<file path="config.mk">
export PLATFORM = sky130hd
export DESIGN_NAME = byte_align_unit
export DESIGN_NICKNAME = d
export VERILOG_FILES = /design/src/rtl/byte_align_pkg.sv /design/src/rtl/byte_align_ctrl.sv /design/src/rtl/byte_align_hold.sv /design/src/rtl/byte_align_shift.sv /design/src/rtl/byte_align_unit.sv
export SDC_FILE = /design/constraint.sdc
export NUM_CORES = 1
export LEC_CHECK = 0
export BUFFER_PORTS_ARGS = -buffer_cell sky130_fd_sc_hd__buf_2
export CORE_MARGIN = 2
export CORE_UTILIZATION = 52
export CTS_CLUSTER_DIAMETER = 150
export DETAILED_ROUTE_END_ITERATION = 16
export PLACE_DENSITY_LB_ADDON = 0.25
export SYNTH_ARGS = -nofsm -noshare
export SYNTH_HDL_FRONTEND = slang
export SYNTH_SLANG_ARGS = --single-unit
</file>
<file path="constraint.sdc">
create_clock -name clk -period 3.76 [get_ports clk]
set_clock_uncertainty 0.15 [all_clocks]
set_input_delay 0.188 -clock clk [delete_from_list [all_inputs] [get_ports clk]]
set_output_delay 0.188 -clock clk [all_outputs]
set_load 0.01 [all_outputs]
</file>
<file path="src/rtl/byte_align_pkg.sv">
package byte_align_pkg;
    typedef enum logic [0:0] {
        ST_EMPTY  = 1'b0,
        ST_PRIMED = 1'b1
    } ba_state_e;
endpackage

</file>
<file path="src/rtl/byte_align_ctrl.sv">
module byte_align_ctrl
    import byte_align_pkg::*;
(
    input  logic clk,
    input  logic rst,
    input  logic in_valid,
    output logic primed
);
    ba_state_e state_q;
    ba_state_e state_d;

    always_comb begin
        state_d = state_q;
        unique case (state_q)
            ST_EMPTY:  if (in_valid) state_d = ST_PRIMED;
            ST_PRIMED: state_d = ST_PRIMED;
            default:   state_d = ST_EMPTY;
        endcase
    end

    always_ff @(posedge clk) begin
        if (rst) state_q <= ST_EMPTY;
        else     state_q <= state_d;
    end

    always_comb begin
        primed = (state_q == ST_PRIMED);
    end

    AST_STAY_PRIMED: assert property (@(posedge clk) disable iff (rst)
        primed |=> primed);
    AST_PRIME_ON_VALID: assert property (@(posedge clk) disable iff (rst)
        (!primed && in_valid) |=> primed);
endmodule

</file>
<file path="src/rtl/byte_align_hold.sv">
module byte_align_hold #(
    parameter int W = 32
) (
    input  logic         clk,
    input  logic         rst,
    input  logic         in_valid,
    input  logic         be_mode,
    input  logic [W-1:0] opa,
    input  logic [W-1:0] opb,
    output logic [W-1:0] saved
);
    logic [W-1:0] pick;

    always_comb begin
        pick = be_mode ? opb : opa;
    end

    always_ff @(posedge clk) begin
        if (rst)           saved <= '0;
        else if (in_valid) saved <= pick;
    end

    AST_SAVED_STABLE: assert property (@(posedge clk) disable iff (rst)
        !in_valid |=> $stable(saved));
endmodule

</file>
<file path="src/rtl/byte_align_shift.sv">
module byte_align_shift #(
    parameter int W = 32
) (
    input  logic                   be_mode,
    input  logic [$clog2(W/8)-1:0] align_idx,
    input  logic [W-1:0]           saved,
    input  logic [W-1:0]           opa,
    input  logic [W-1:0]           opb,
    output logic [W-1:0]           aligned
);
    localparam int NB = W / 8;

    logic [2*W-1:0] win_be;
    logic [2*W-1:0] win_le;
    logic [W-1:0]   cand_be [NB];
    logic [W-1:0]   cand_le [NB];

    always_comb begin
        win_be = {saved, opb};
        win_le = {opa, saved};
    end

    for (genvar k = 0; k < NB; k++) begin : g_cand
        logic [2*W-1:0] sh_be;
        logic [2*W-1:0] sh_le;
        always_comb begin
            sh_be = win_be >> ((NB - k) * 8);
            sh_le = win_le >> (k * 8);
            cand_be[k] = sh_be[W-1:0];
            cand_le[k] = sh_le[W-1:0];
        end
    end

    always_comb begin
        aligned = be_mode ? cand_be[align_idx] : cand_le[align_idx];
    end
endmodule

</file>
<file path="src/rtl/byte_align_unit.sv">
module byte_align_unit #(
    parameter int W  = 32,
    parameter int IW = $clog2(W / 8)
) (
    input  logic          clk,
    input  logic          rst,
    input  logic          in_valid,
    input  logic          be_mode,
    input  logic [IW-1:0] align_idx,
    input  logic [W-1:0]  opa,
    input  logic [W-1:0]  opb,
    output logic          res_valid,
    output logic [W-1:0]  res_data
);
    logic         primed;
    logic [W-1:0] saved;
    logic [W-1:0] aligned;
    logic         fire;

    byte_align_ctrl u_ctrl (
        .clk      (clk),
        .rst      (rst),
        .in_valid (in_valid),
        .primed   (primed)
    );

    byte_align_hold #(.W(W)) u_hold (
        .clk      (clk),
        .rst      (rst),
        .in_valid (in_valid),
        .be_mode  (be_mode),
        .opa      (opa),
        .opb      (opb),
        .saved    (saved)
    );

    byte_align_shift #(.W(W)) u_shift (
        .be_mode   (be_mode),
        .align_idx (align_idx),
        .saved     (saved),
        .opa       (opa),
        .opb       (opb),
        .aligned   (aligned)
    );

    always_comb begin
        fire = in_valid && primed;
    end

    always_ff @(posedge clk) begin
        if (rst) begin
            res_valid <= 1'b0;
            res_data  <= '0;
        end else begin
            res_valid <= fire;
            if (fire) res_data <= aligned;
        end
    end

    AST_PRIME_NO_RESULT: assert property (@(posedge clk) disable iff (rst)
        (in_valid && !primed) |=> !res_valid);
    AST_IDLE_NO_RESULT: assert property (@(posedge clk) disable iff (rst)
        !in_valid |=> !res_valid);
    AST_DATA_HOLD: assert property (@(posedge clk) disable iff (rst)
        !in_valid |=> $stable(res_data));
    AST_RESULT_CAUSE: assert property (@(posedge clk) disable iff (rst)
        res_valid |-> $past(in_valid));
endmodule

</file>
==> qor.txt <==
initial antenna violation count = 0
CP most frequent cell = buf_4
DIE HEIGHT = 96.6 um
drt drc = 0
WL/cell = 18.4 um
Setup CP Type = in2reg
die span in x = 96.6 um
CTS H-tree lvls = 3
crit-path cells = buf_4 -> buf_4 -> nand2b_1 -> nor2_1 -> a2111oi_1 -> nor3_1
ANT cells = 0
Synth Cell Area = 4460 um2
# port buffers = 102
GR Util All Layers = 0.283
crit path DAT = 2.21 ns
crit share post-route = 0.572
Setup Total Neg Slack = 0 ns
worst endpoint required time = 3.82 ns
core area = 8260 um2
maximum number of pins on one net before global-route repair = 68
io pins = 103
Avg Vias per Cell = 6.25
RSZ-0062 raised after global routing = no
number of synthesized flops with an enable pin = 0
pre-CTS setup slack = 1.28 ns
grt total ovfl = 0
post-synthesis sequential area ratio = 0.296
status = completed
final count of hold timing violations = 0
Post-CTS Hold Buffers = 3
Synth area leaders = dfxtp_1 (30%), mux2i_1 (24%), nor2_1 (7.7%), a211oi_1 (7.2%), buf_6 (4.3%)
CTS Root Buffer Type = clkbuf_8
worst hold-check path type = in2reg
Final ANT Viol Nets = 0
Clock Tree Buf Depth = 2
CP top delay family = buffers and inverters
overall power = 1.81 mW
post-synth cell types = 36
startpoint types = input port
RePlAce Congestion = 0.858
Nets = 662
DRT Wirelength = 12900 um
die area = 9330 um2
Slew Limit Fails = 0
post-synth top area share = 0.296
Synth Flop Type = dfxtp_1
critical path depth = 6
R2R Path End = res_data[8]
Yosys top cell by area = dfxtp_1
Synth Net Count = 588
FP Rows = 33
Slew HR = 0.358
TritonCTS buffer count = 9
CTS tree = done
Post-Syn Instances = 518
Post-synth top cells = mux2i_1 (108), nor2_1 (92), dfxtp_1 (66)
static leakage = 2.23 nW
DP HPWL = 8660 um
worst setup margin = 1.61 ns
syn avg cell area = 8.60 um2
layout cell share with drive strength beyond 1 = 0.216
most frequent cell after synthesis = mux2i_1
vias in the first global route = 4064
Final min period = 2.15 ns
Worst-Margin Slew = 0.963 ns
f_max = 0.465 GHz
end of the critical path = res_data[6]
Critical Path End Type = flip-flop
reg2reg setup slack = 1.82 ns
endpoints failing setup = 0
Yosys warning count = 0
vias = 4384
Worst-Skew Late Latency = 0.35 ns
Buffers & Inverters on Critical Path = 2
Worst R2R Path Depth = 5
Initial Util = 0.540
Post-synth ARST share = 0
pwr dens = 360 nW/um2
first-pass GRT wire length = 20300 um
# Post-CTS Setup Buffers = 0
slowest stage delay, CP = 0.63 ns
maximum capacitance violations = 0
CTS sink count = 66
launching point of the worst reg2reg path = u_ctrl.primed
slowest CP cell = buf_4
initial drt markers = 355
Layout area overhead = 12.7%
Synth Register Bits = 66
drt pass-1 iters = 5
clk slew on worst S/H paths = 0.07 ns
# resized after CTS = 0
Setup crit start = align_idx[1]
VDD IR max = 0.000180 V
CP max FO = 67
## power breakdown
part / leakage [nW] / switching, mW / total (mW) / internal [mW]
logic: 1.59 / 0.233 / 0.412 / 0.179
clock network: 0.0962 / 0.277 / 0.596 / 0.319
registers: 0.545 / 0.0533 / 0.801 / 0.748
total: 2.23 / 0.563 / 1.81 / 1.25
## area by class of cell
cell class / count / area (um2)
fill: 732 / 3230
multi-input combinational: 402 / 2780
sequential: 66 / 1320
timing repair buffer: 112 / 598
clock buffer: 12 / 145
tap: 105 / 131
clock inverter: 3 / 40.0
inverter: 1 / 3.75
## metal layers
layer | part of all wire | up-vias | GRT usage
met1 | 0.43 | 2061 | 0.370
met2 | 0.46 | 216 | 0.452
met3 | 0.084 | 35 | 0.0512
li1 | - | 2072 | -
met5 | 0 | - | 0
met4 | 0.027 | 0 | 0.130
## flip-flops by register name, indices dropped and copies added (netlist names)
| name | cells |
|---|---|
| res_valid | 1 |
| res_data | 32 |
| u_ctrl.primed | 1 |
| u_hold.saved | 32 |
## worst min path at each step
stage	slack [ns]	cells past startpoint	to	start
floorplan	0.21	2	u_hold.saved[1]	opb[1]
global placement	0.31	2	u_ctrl.primed	u_ctrl.primed
detailed placement	0.33	2	u_ctrl.primed	u_ctrl.primed
CTS	0.01	3	u_hold.saved[2]	opa[2]
global route	0.03	3	u_hold.saved[2]	opa[2]
finish	0.01	3	u_hold.saved[2]	opa[2]
## worst min-delay path: cells and delay by family
family,cells,cell delay [ns]
buffers and inverters,1,0.11
AOI/OAI and AO/OA,1,0.08
and+or+nand+nor,1,0.08
## metrics by stage
stage	area, um2	util	instances	hold slack [ns]
after detailed placement	4810	0.582	683	0.330
final	5020	0.608	701	0.0145
after global placement	4810	0.582	683	0.310
after CTS	5020	0.608	701	0.00958
after global routing	5020	0.608	701	0.0311
after floorplan	4460	-	518	0.207
## placed cells by master, fill, tap and decap left out
cell type	count
a31oi_1	1
mux2_1	4
and2_2	1
nand3b_1	5
mux2i_1	108
dlygate4sd3_1	3
dfxtp_1	66
o21bai_1	3
clkbuf_1	2
nand2b_1	13
o221ai_1	8
clkbuf_8	10
o2bb2ai_1	4
a21oi_1	16
o22ai_1	22
inv_2	1
mux2_4	1
nand2_1	10
clkinv_2	2
nor3_1	33
mux4_2	2
nor2_1	92
o21ai_0	7
o31a_1	1
nor2_2	1
bufinv_16	1
a211oi_1	43
a311oi_1	3
a22o_1	4
nor2b_1	3
a2111oi_0	1
a2111oi_1	2
a221oi_1	3
or2_1	1
a211oi_2	1
buf_4	9
o21ai_1	9
buf_2	100
## kinds of logic (layout without fill, tap and decap cells)
family	Yosys count	count (layout)	share of synthesized area
simple gates	159	159	0.158
compound gates	128	128	0.200
mux	115	115	0.266
flops	66	66	0.296
buf+inv	50	128	0.0792
Note: power is estimated with default switching activity, not from simulation.
